File: src/rtl/seg_dec_pkg.sv
package seg_dec_pkg;

   typedef enum logic [1:0] {
      PRIV_KERNEL = 2'b00,
      PRIV_SUPER  = 2'b01,
      PRIV_USER   = 2'b10,
      PRIV_RSVD   = 2'b11
   } priv_e;

   typedef enum logic [1:0] {
      ROUTE_DIRECT = 2'd0,
      ROUTE_TLB    = 2'd1,
      ROUTE_FAULT  = 2'd2
   } route_e;

   typedef struct packed {
      logic rd;
      logic wr;
   } perm_t;

endpackage

File: src/rtl/seg_priv_decode.sv
module seg_priv_decode #(
   parameter bit RSVD_AS_USER = 1'b1
) (
   input  logic [1:0] priv_mode,
   output logic       is_kernel,
   output logic       is_super,
   output logic       is_user
);
   import seg_dec_pkg::*;

   assign is_super = (priv_mode == PRIV_SUPER);

   generate
      if (RSVD_AS_USER) begin : g_rsvd_user
         assign is_user = priv_mode[1];
      end else begin : g_rsvd_kernel
         assign is_user = (priv_mode == PRIV_USER);
      end
   endgenerate

   assign is_kernel = !is_user && !is_super;

endmodule

File: src/rtl/seg_classify.sv
module seg_classify #(
   parameter int ADDR_W = 32
) (
   input  logic [ADDR_W-1:0] vaddr,
   input  logic              err_level,
   input  logic              is_kernel,
   input  logic              is_super,
   output seg_dec_pkg::route_e route,
   output logic [ADDR_W-1:0] direct_paddr
);
   import seg_dec_pkg::*;

   localparam logic [ADDR_W-1:0] WIN_CACHED_BASE   = ADDR_W'(32'h8000_0000);
   localparam logic [ADDR_W-1:0] WIN_UNCACHED_BASE = ADDR_W'(32'hA000_0000);
   localparam int                TOP_BIT           = ADDR_W - 1;

   logic [2:0] region;
   assign region = vaddr[TOP_BIT -: 3];

   always_comb begin
      route        = ROUTE_FAULT;
      direct_paddr = '0;
      casez (region)
         3'b0?? : begin
            if (err_level) begin
               route        = ROUTE_DIRECT;
               direct_paddr = vaddr;
            end else begin
               route = ROUTE_TLB;
            end
         end
         3'b100 : begin
            if (is_kernel) begin
               route        = ROUTE_DIRECT;
               direct_paddr = vaddr - WIN_CACHED_BASE;
            end
         end
         3'b101 : begin
            if (is_kernel) begin
               route        = ROUTE_DIRECT;
               direct_paddr = vaddr - WIN_UNCACHED_BASE;
            end
         end
         3'b110 : begin
            if (is_kernel || is_super) route = ROUTE_TLB;
         end
         default : begin
            if (is_kernel) route = ROUTE_TLB;
         end
      endcase
   end

endmodule

File: src/rtl/seg_xact_ctrl.sv
module seg_xact_ctrl #(
   parameter int                ADDR_W     = 32,
   parameter int                CODE_W     = 3,
   parameter logic [CODE_W-1:0] CODE_MATCH = '0,
   parameter logic [CODE_W-1:0] CODE_BAD   = 1
) (
   input  logic                clk,
   input  logic                rst_n,
   input  logic                req_valid,
   output logic                req_ready,
   input  logic [ADDR_W-1:0]   req_addr,
   input  logic                req_write,
   input  seg_dec_pkg::route_e route,
   input  logic [ADDR_W-1:0]   direct_paddr,
   output logic                tlb_req_valid,
   output logic [ADDR_W-1:0]   tlb_req_addr,
   output logic                tlb_req_write,
   input  logic                tlb_rsp_valid,
   input  logic [ADDR_W-1:0]   tlb_rsp_paddr,
   input  seg_dec_pkg::perm_t  tlb_rsp_perm,
   input  logic [CODE_W-1:0]   tlb_rsp_code,
   output logic                rsp_valid,
   output logic [ADDR_W-1:0]   rsp_paddr,
   output seg_dec_pkg::perm_t  rsp_perm,
   output logic [CODE_W-1:0]   rsp_code
);
   import seg_dec_pkg::*;

   localparam perm_t PERM_ALL  = '{rd: 1'b1, wr: 1'b1};
   localparam perm_t PERM_NONE = '{rd: 1'b0, wr: 1'b0};

   logic waiting;
   logic accept;

   assign req_ready     = !waiting;
   assign accept        = req_valid && !waiting;
   assign tlb_req_valid = waiting;

   always_ff @(posedge clk) begin
      if (!rst_n) begin
         waiting       <= 1'b0;
         tlb_req_addr  <= '0;
         tlb_req_write <= 1'b0;
         rsp_valid     <= 1'b0;
         rsp_paddr     <= '0;
         rsp_perm      <= PERM_NONE;
         rsp_code      <= CODE_MATCH;
      end else begin
         rsp_valid <= 1'b0;
         if (accept) begin
            unique case (route)
               ROUTE_DIRECT : begin
                  rsp_valid <= 1'b1;
                  rsp_paddr <= direct_paddr;
                  rsp_perm  <= PERM_ALL;
                  rsp_code  <= CODE_MATCH;
               end
               ROUTE_TLB : begin
                  waiting       <= 1'b1;
                  tlb_req_addr  <= req_addr;
                  tlb_req_write <= req_write;
               end
               default : begin
                  rsp_valid <= 1'b1;
                  rsp_paddr <= '0;
                  rsp_perm  <= PERM_NONE;
                  rsp_code  <= CODE_BAD;
               end
            endcase
         end else if (waiting && tlb_rsp_valid) begin
            waiting   <= 1'b0;
            rsp_valid <= 1'b1;
            rsp_paddr <= tlb_rsp_paddr;
            rsp_perm  <= tlb_rsp_perm;
            rsp_code  <= tlb_rsp_code;
         end
      end
   end

endmodule

File: src/rtl/seg_addr_decoder.sv
module seg_addr_decoder #(
   parameter int                ADDR_W       = 32,
   parameter int                CODE_W       = 3,
   parameter logic [CODE_W-1:0] CODE_MATCH   = '0,
   parameter logic [CODE_W-1:0] CODE_BAD     = 1,
   parameter bit                RSVD_AS_USER = 1'b1
) (
   input  logic              clk,
   input  logic              rst_n,
   input  logic              req_valid,
   output logic              req_ready,
   input  logic [ADDR_W-1:0] req_addr,
   input  logic              req_write,
   input  logic [1:0]        priv_mode,
   input  logic              err_level,
   output logic              tlb_req_valid,
   output logic [ADDR_W-1:0] tlb_req_addr,
   output logic              tlb_req_write,
   input  logic              tlb_rsp_valid,
   input  logic [ADDR_W-1:0] tlb_rsp_paddr,
   input  logic              tlb_rsp_rd,
   input  logic              tlb_rsp_wr,
   input  logic [CODE_W-1:0] tlb_rsp_code,
   output logic              rsp_valid,
   output logic [ADDR_W-1:0] rsp_paddr,
   output logic              rsp_rd,
   output logic              rsp_wr,
   output logic [CODE_W-1:0] rsp_code
);
   import seg_dec_pkg::*;

   generate
      if (ADDR_W != 32) begin : g_bad_addr_w
         $error("seg_addr_decoder: segment map is defined for 32-bit addresses only");
      end
      if (CODE_W < 2) begin : g_bad_code_w
         $error("seg_addr_decoder: CODE_W must hold at least two distinct codes");
      end
      if (CODE_MATCH == CODE_BAD) begin : g_bad_codes
         $error("seg_addr_decoder: match and bad-address codes must differ");
      end
   endgenerate

   logic                is_kernel;
   logic                is_super;
   logic                is_user;
   route_e              route;
   logic [ADDR_W-1:0]   direct_paddr;
   perm_t               tlb_perm;
   perm_t               out_perm;

   assign tlb_perm = '{rd: tlb_rsp_rd, wr: tlb_rsp_wr};
   assign rsp_rd   = out_perm.rd;
   assign rsp_wr   = out_perm.wr;

   seg_priv_decode #(
      .RSVD_AS_USER (RSVD_AS_USER)
   ) u_priv (
      .priv_mode (priv_mode),
      .is_kernel (is_kernel),
      .is_super  (is_super),
      .is_user   (is_user)
   );

   seg_classify #(
      .ADDR_W (ADDR_W)
   ) u_classify (
      .vaddr        (req_addr),
      .err_level    (err_level),
      .is_kernel    (is_kernel),
      .is_super     (is_super),
      .route        (route),
      .direct_paddr (direct_paddr)
   );

   seg_xact_ctrl #(
      .ADDR_W     (ADDR_W),
      .CODE_W     (CODE_W),
      .CODE_MATCH (CODE_MATCH),
      .CODE_BAD   (CODE_BAD)
   ) u_ctrl (
      .clk           (clk),
      .rst_n         (rst_n),
      .req_valid     (req_valid),
      .req_ready     (req_ready),
      .req_addr      (req_addr),
      .req_write     (req_write),
      .route         (route),
      .direct_paddr  (direct_paddr),
      .tlb_req_valid (tlb_req_valid),
      .tlb_req_addr  (tlb_req_addr),
      .tlb_req_write (tlb_req_write),
      .tlb_rsp_valid (tlb_rsp_valid),
      .tlb_rsp_paddr (tlb_rsp_paddr),
      .tlb_rsp_perm  (tlb_perm),
      .tlb_rsp_code  (tlb_rsp_code),
      .rsp_valid     (rsp_valid),
      .rsp_paddr     (rsp_paddr),
      .rsp_perm      (out_perm),
      .rsp_code      (rsp_code)
   );

   logic unused_user;
   assign unused_user = is_user;

endmodule

File: config.mk
export PLATFORM = sky130hd
export DESIGN_NAME = seg_addr_decoder
export DESIGN_NICKNAME = d
export VERILOG_FILES = /design/src/rtl/seg_dec_pkg.sv /design/src/rtl/seg_priv_decode.sv /design/src/rtl/seg_classify.sv /design/src/rtl/seg_xact_ctrl.sv /design/src/rtl/seg_addr_decoder.sv
export SDC_FILE = /design/constraint.sdc
export NUM_CORES = 1
export LEC_CHECK = 0
export BUFFER_PORTS_ARGS = -buffer_cell sky130_fd_sc_hd__buf_2
export CORE_MARGIN = 3
export CORE_UTILIZATION = 29
export CTS_CLUSTER_DIAMETER = 40
export CTS_CLUSTER_SIZE = 8
export DETAILED_ROUTE_END_ITERATION = 10
export SETUP_SLACK_MARGIN = 0.5
export SKIP_CTS_REPAIR_TIMING = 1
export SYNTH_ARGS = -nofsm -noshare
export SYNTH_HDL_FRONTEND = slang
export SYNTH_SLANG_ARGS = --single-unit
File: constraint.sdc
create_clock -name clk -period 2.7 [get_ports clk]
set_input_delay 0.405 -clock clk [delete_from_list [all_inputs] [get_ports clk]]
set_output_delay 0.405 -clock clk [all_outputs]
set_load 0.01 [all_outputs]
# After elaboration in Yosys (flattened, before gate mapping)
# Cells that the tools add are included.
dict set report classes {
  addsub 2
  n_eq_ne 7
  mux 26
  bitwise_logic 1
  reduce_logical 13
}
# operator n
set op_table {}
lappend op_table {{$mux W32} 5}
lappend op_table {{$pmux W32 S3} 1}
lappend op_table {{$pmux W32 S2} 1}
lappend op_table {{$sub A32 B32 Y32 const B} 2}
lappend op_table {{$mux W31} 1}
lappend op_table {{$mux W2} 6}
lappend op_table {{$eq A3 B3 Y1 const B} 3}
lappend op_table {{$mux W1} 7}
lappend op_table {{$mux W3} 2}
lappend op_table {{$pmux W2 S3} 1}
lappend op_table {{$pmux W3 S2} 1}
lappend op_table {{$reduce_and A2 Y1} 3}
lappend op_table {{$eq A2 B1 Y1 const B} 2}
lappend op_table {{$ne A2 B2 Y1 const B} 2}
lappend op_table {{$pmux W2 S2} 1}
lappend op_table {{$logic_and A1 B1 Y1} 3}
lappend op_table {{$logic_not A1 Y1} 3}
lappend op_table {{$logic_not A2 Y1} 1}
lappend op_table {{$reduce_bool A2 Y1} 1}
lappend op_table {{$reduce_or A2 Y1} 1}
lappend op_table {{$logic_or A1 B1 Y1} 1}
lappend op_table {{$not A1 Y1} 1}
dict set report word_totals {
  regBits 72
  input_bits 77
  out_inout_bits 73
}

# Longest topological paths before layout
# Gate-level depths: netlist (run 1).
dict set report logic_depth {
  ltp_word 9
  depth_mapped 8
  mapped_depth_nobuf 6
}

# Hierarchy
# Synthesis (run 1) repeated with hierarchy kept, for this count alone.
dict set report unflattened {
  hier_cells 383
  area_unflattened_um2 3382.0
}
# module instances cells_per_inst area_per_inst_um2 seq_area_each_um2
set modules_own_cells {}
lappend modules_own_cells {seg_xact_ctrl 1 322 2872.8 1441.4}
lappend modules_own_cells {seg_classify 1 58 484.2 0.0}
lappend modules_own_cells {seg_priv_decode 1 3 25.0 0.0}

# Worst setup path before layout (run 1)
# OpenSTA, ideal clock, no wires.
dict set report synth_timing {
  path_type {input port to flip-flop}
  from {input req_addr[29]}
  to {register u_ctrl.rsp_paddr[0]}
  arrival_ns 2.033
  required_time_ns 2.583
  path_slack_ns 0.551
  cell_stages 8
  cell_sequence {inv_1 -> ha_1 -> nor4b_2 -> nor3_2 -> or3_1 -> buf_2 -> buf_6 -> o22a_1}
}
dict set report synth_between {
  elab_chain_cells 6
  word_cells_on_any_way 12
}
# element line_no
set synth_lines {}
lappend synth_lines {{start: declaration} seg_addr_decoder.sv:12} ;# input logic [ADDR_W-1:0] req_addr,
lappend synth_lines {{$eq A3 B3 Y1} seg_classify.sv:23} ;# casez (region)
lappend synth_lines {{$reduce_or A2 Y1 (no source line)} -}
lappend synth_lines {{$pmux W2 S3} seg_classify.sv:23}
lappend synth_lines {{$eq A2 B1 Y1 or $logic_not A2 Y1 (tied branches)} seg_xact_ctrl.sv:51} ;# unique case (route)
lappend synth_lines {{$pmux W32 S2 or $ne A2 B2 Y1 (tied branches)} -}
lappend synth_lines {{$mux W32 or $reduce_and A2 Y1 (tied branches)} -}
lappend synth_lines {{end signal: assignment} seg_xact_ctrl.sv:54} ;# rsp_paddr <= direct_paddr;
lappend synth_lines {{end signal: assignment} seg_xact_ctrl.sv:73} ;# rsp_paddr <= tlb_rsp_paddr;
lappend synth_lines {{end: declaration} seg_xact_ctrl.sv:23} ;# output logic [ADDR_W-1:0] rsp_paddr,
# Several ways; a longest one is shown, not always the timed one.
# A chain may end at the register's enable or synchronous reset.

# Worst setup path in the final report (run 1)
dict set report layout_timing {
  from {input req_addr[29]}
  to {register u_ctrl.rsp_paddr[30]}
}
dict set report layout_between {
  elab_chain_cells 6
  word_cells_on_any_way 16
}
# element
set layout_lines {}
lappend layout_lines {{parallel branches: the longest is 6 deep, another holds $sub A32 B32 Y32}}
# Several ways; the timed one is not identified.

==> results of run 1 <==
layout by cell type (no fill, tap or decap), types with 2 or more instances in the layout:
master,instances
nor2_1,5
nand2_1,6
a21oi_1,34
clkinvlp_4,3
o22a_1,29
nor3_1,61
buf_4,19
nor2b_1,2
nand3_1,35
a31oi_1,2
inv_1,31
and3b_1,2
o21ai_1,2
and2_1,3
o21ai_0,67
clkbuf_16,9
dfxtp_1,72
nand3b_1,3
ha_1,4
buf_2,149
o221a_2,2
clkbuf_8,3
kinds of logic after synthesis:
| family | share of synthesized area [%] |
|---|---|
| buf+inv | 8.970 |
| fa+ha+maj | 1.477 |
| compound gates | 26.39 |
| mux | 0.3322 |
| flops | 42.52 |
| simple gates | 20.30 |
layout make-up:
cell class,count,share of cell area [%]
multi-input cells,278,36.43
flip-flops and latches,72,31.18
clock inverters,4,0.5954
repair buffers,169,19.65
clock buffers,12,5.765
inverters,32,2.598
well taps,140,3.789
metrics by stage:
stage          utilization [%]  total power, uW  hold WS (ps)
6_report                 41.55             2888         320.2
3_3_place_gp             38.82             1743         434.7
4_1_cts                  41.46             2905         318.5
2_1_floorplan                -             1506         472.6
5_1_grt                  41.55             3025         322.8
3_5_place_dp             38.82             1756         457.4
power groups by stage:
stage / sequential (uW) / combinational, uW / clock [uW]
global route: 1190 / 607 / 1230
CTS: 1180 / 552 / 1170
finish: 1180 / 552 / 1150
floorplan: 1240 / 268 / 0
global placement: 1200 / 540 / 0
detailed placement: 1210 / 550 / 0
sequential cells by signal, summed over array words and instances (netlist names):
name                  count
u_ctrl.rsp_paddr         32
u_ctrl.tlb_req_addr      32
u_ctrl.rsp_code           3
u_ctrl.rsp_perm           2
u_ctrl.rsp_valid          1
u_ctrl.tlb_req_write      1
u_ctrl.tlb_req_valid      1
layer usage:
layer	routed length [um]	vias to the layer above	global-route usage (%)	part of all wire [%]
met4	107	0	4.830	0.88
met1	5289	1751	23.04	44
met2	5869	139	30.56	48
li1	-	1802	-	-
met5	0	-	0	0
met3	839	6	4.123	6.9
final timing paths:
path,to,slack (ps),cells past startpoint
worst max register to register,u_ctrl.rsp_paddr[12],810,5
worst min-delay path,u_ctrl.rsp_code[1],320,3
worst min register to register,u_ctrl.rsp_code[1],450,2
worst max-delay path,u_ctrl.rsp_paddr[30],650,9
worst reg2reg max path: cells and delay by family, from the launching register on:
| kind | cells | cell delay [ps] |
|---|---|---|
| simple gates | 2 | 370 |
| buf+inv | 1 | 420 |
| compound gates | 2 | 640 |
| flops | 1 | 360 |
==> results.toml, run 1 <==
[setup_path]
crit_required_ps = 2920
cpMostUsedCell = "buf_4"
crit_type = "in2reg"
cpPeakStageDelay_ps = 360
critical_path.top_delay_family = "simple AND/OR/NAND/NOR gates"
worstPathCellList = "buf_2 > inv_1 > ha_1 > nor4b_2 > buf_4 > nor3_4 > or3_1 > buf_4 > o221a_2"
setup.worst_path.start = "req_addr[29]"
cp.arrival_ps = 2270
r2r-start = "u_ctrl.tlb_req_valid"
end_kind = "flip-flop"
critPathSlowestCell = "or3_1"
cp-start-kind = "primary input"
crit_fanout = 20
critical_path_buf_inv_count = 4

[worst_hold_path]
hp-start = "tlb_rsp_code[1]"
hp-class = "in2reg"

[cts]
clkTransAtPathRegs_ps = 60
clock_path_buffers = 2
insertion_delay_ps = 330
root_buffer = "clkbuf_16"
cts_tree = "built"
cts_sinks = 72
htreeDepth = 3
cts_buffers = 9

[sta]
worst_pin_slew_ps = 669.2
hold_viol = 0
drv_slew = 0
rsz0062_at_grt = "false"
slew_headroom_pct = 55.38
fin_crit_sh_pct = 75.95
max_freq_mhz = 487.6
setup_viol = 0
setup_tns_ps = 0
clock-skew-final_ps = 5.279
setup_ws_ps = 649.3
finalCriticalPeriod_ps = 2051

[placement]
routabilityCongestion = 0.7643
hpwl_um = 8473
place.port_buffers = 149
post-place-cells = 690
pre_cts_ws_ps = 216.7
detailed_place.area_sq_um = 4319

[logic_synthesis]
yosysMostFrequentCell = "dfxtp_1"
yosysWarnings = 0
avgSynthCellArea_sq_um = 8.032
ys_types = 40
yosysTopAreaCell = "dfxtp_1"
ys_ff_latch = 72
synth_area_leaders = "dfxtp_1 (43%), o21ai_0 (9.9%), nor3_1 (9.0%)"
synth_top_area_share_pct = 42.52
synth_common_cells = "dfxtp_1 (72), o21ai_0 (67), nor3_1 (61)"
synth_edf_count = 0
syn_inst = 422
synth-seq-area-share_pct = 42.52
async_reset_ff_share_pct = 0
synth_nets = 503
mappedNetlistArea_sq_um = 3390
ys.flop_type = "dfxtp_1"

[floorplan]
rows = 38
core_sq_um = 11130
fp.dieW_um = 114.1
initial_utilization_pct = 30.47
fp.dieArea_sq_um = 13020
ioPinCount = 150
fp.dieH_um = 114.1

[drt]
dr.pass1.iters = 4
drt_wl_total_um = 12110
wl_per_cell_um = 17.12
drt_iter0_drc = 231
ant_nets = 0
drcViolationCount = 0
via_count = 3698
post_drt_via_cell_ratio = 5.231

[pwr]
p_switching_uw = 826.6
leakage_uw = 0.002200
ir_drop_v = 0.0003143
seqPwrFrac_pct = 41.0
power_density_nw_per_um2 = 624.7
clkPwrFrac_pct = 39.9
intPower_uw = 2062
netSwitchingFraction_pct = 28.62
combinationalPowerShare_pct = 19.1

[layout]
fin_area_sq_um = 4623
diodes = 0
areaGrowthSynthToFinish_pct = 36.40
nets = 643
fillers = 1162
final_cells = 707
layout-drive-gt1-share_pct = 34.74
multi_input_comb_area_sq_um = 1684
seqCellArea_sq_um = 1441

[flow_run]
max-cap-violations = 0

[run_status]
outcome = "finished clean"

[global_route]
track_usage_pct = 18.02
grt_pass1_wl_um = 18670
grt_max_degree = 40
grt_pass1_vias = 3671
grt_overflow = 0
antenna_found_initial = 0
Power figures use the tool's default switching activity.
==> run 2: changes to the inputs <==
Clock period 2.7 ns to 1.8 ns, I/O delays scaled along.
==> run 2 against run 1 <==
Power is 63% higher. Wire length up 8.9%. Clock skew fell by 1.8 ps. Register-to-register slack got worse by 650 ps. Sequential power up 51%. Hold slack got worse by 140 ps. Via count grew 5.2%. Critical endpoint unchanged.
==> results.toml, run 2 (synthesized netlist as in run 1, its figures left out) <==
[run_status]
outcome = "finished clean"

[setup_path]
r2r-start = "u_ctrl.tlb_req_valid"
cp-start-kind = "primary input"
end_kind = "flip-flop"
cp.arrival_ps = 1920
crit_type = "in2reg"
crit_required_ps = 2030
crit_fanout = 6
setup.worst_path.start = "req_addr[29]"

[floorplan]
rows = 38
fp.dieW_um = 114.1
initial_utilization_pct = 30.47
ioPinCount = 150
core_sq_um = 11130
fp.dieArea_sq_um = 13020
fp.dieH_um = 114.1

[global_route]
antenna_found_initial = 0
grt_pass1_wl_um = 18210
grt_max_degree = 40
grt_overflow = 0
track_usage_pct = 17.84
grt_pass1_vias = 3586

[sta]
slew_headroom_pct = 70.45
setup_tns_ps = 0
setup_viol = 0
finalCriticalPeriod_ps = 1689
worst_pin_slew_ps = 438.7
clock-skew-final_ps = 3.468
drv_slew = 0
hold_viol = 0
fin_crit_sh_pct = 93.85
rsz0062_at_grt = "true"
max_freq_mhz = 592.0
setup_ws_ps = 110.7

[drt]
dr.pass1.iters = 5
drt_iter0_drc = 371
post_drt_via_cell_ratio = 5.265
drt_wl_total_um = 13180
via_count = 3891
wl_per_cell_um = 17.83
drcViolationCount = 0
ant_nets = 0

[placement]
pre_cts_ws_ps = -300.9
routabilityCongestion = 0.7873
place.port_buffers = 149
detailed_place.area_sq_um = 4518
hpwl_um = 8769

[cts]
clock_path_buffers = 2
cts_tree = "built"
htreeDepth = 3
cts_buffers = 9
insertion_delay_ps = 340
root_buffer = "clkbuf_16"
clkTransAtPathRegs_ps = 60
cts_sinks = 72

[layout]
layout-drive-gt1-share_pct = 44.24
fin_area_sq_um = 5376
top_regs = "u_ctrl.rsp_paddr: 32 flops, u_ctrl.tlb_req_addr: 32 flops, u_ctrl.rsp_code: 3 flops"
diodes = 0
final_cell_mix = "buf_2 (146), dfxtp_1 (71), nor3_1 (60)"
areaGrowthSynthToFinish_pct = 58.62
fillers = 1104
nets = 675
final_common_cell = "buf_2"

[pwr]
ir_drop_v = 0.0005803
power_uw = 4695
leakage_uw = 0.002520
power_density_nw_per_um2 = 873.3

[flow_run]
max-cap-violations = 0

[worst_hold_path]
hp-start = "req_write"
hp-class = "in2reg"
==> run 2: cell count changes in the layout (fill, tap and decap cells not counted), moves of 6 or more <==
cell       before  now
nand3_1        35   26
buf_12          1    7
buf_6           0    9
o21ai_1         2   22
buf_4          19   28
clkbuf_16       9   17
o21ai_0        67   41
nand3_2         0    8
==> run 2: worst paths after layout <==
| check | to | slack [ps] | cells past startpoint |
|---|---|---|---|
| worst max-delay path | u_ctrl.rsp_paddr[30] | 110 | 9 |
| worst min register to register | u_ctrl.tlb_req_addr[25] | 460 | 2 |
| worst min-delay path | u_ctrl.tlb_req_write | 180 | 3 |
| worst max register to register | u_ctrl.rsp_paddr[30] | 160 | 6 |
==> run 2: critical path: stages <==
cell,delay [ps]
buf_6,120
inv_4,80
ha_4,130
and3b_2,220
a2111oi_4,60
buf_4,170
or3_4,450
buf_8,160
o221a_4,240
==> run 2: per-layer routing <==
layer	wire length, um	GRT usage (%)	vias up
li1	-	-	1872
met1	5774	22.86	1839
met2	6066	27.87	166
met3	1172	7.347	14
met4	165	4.671	0
met5	0	0	-
==> run 2: final cells by class <==
type / count / area, sq um / share of cell area [%]
Timing Repair Buffer: 202 / 1443 / 26.83
Sequential cell: 72 / 1443 / 26.83
Multi-Input combinational cell: 277 / 1893 / 35.21
Tap cell: 140 / 175.2 / 3.258
Clock buffer: 13 / 260.3 / 4.841
Clock inverter: 3 / 40.04 / 0.7447
Inverter: 32 / 122.6 / 2.281
==> run 2: power breakdown <==
group,switching [uW],internal [uW]
clock,665,1140
sequential,63.2,1710
combinational,583,527
total,1310,3380
==> run 2: metrics by stage <==
stage	instances	hold slack, ps	util [%]
floorplan	422	407.4	-
global placement	708	450.1	40.61
detailed placement	708	453.8	40.61
CTS	724	165.0	43.31
global route	739	179.5	48.32
finish	739	184.6	48.32
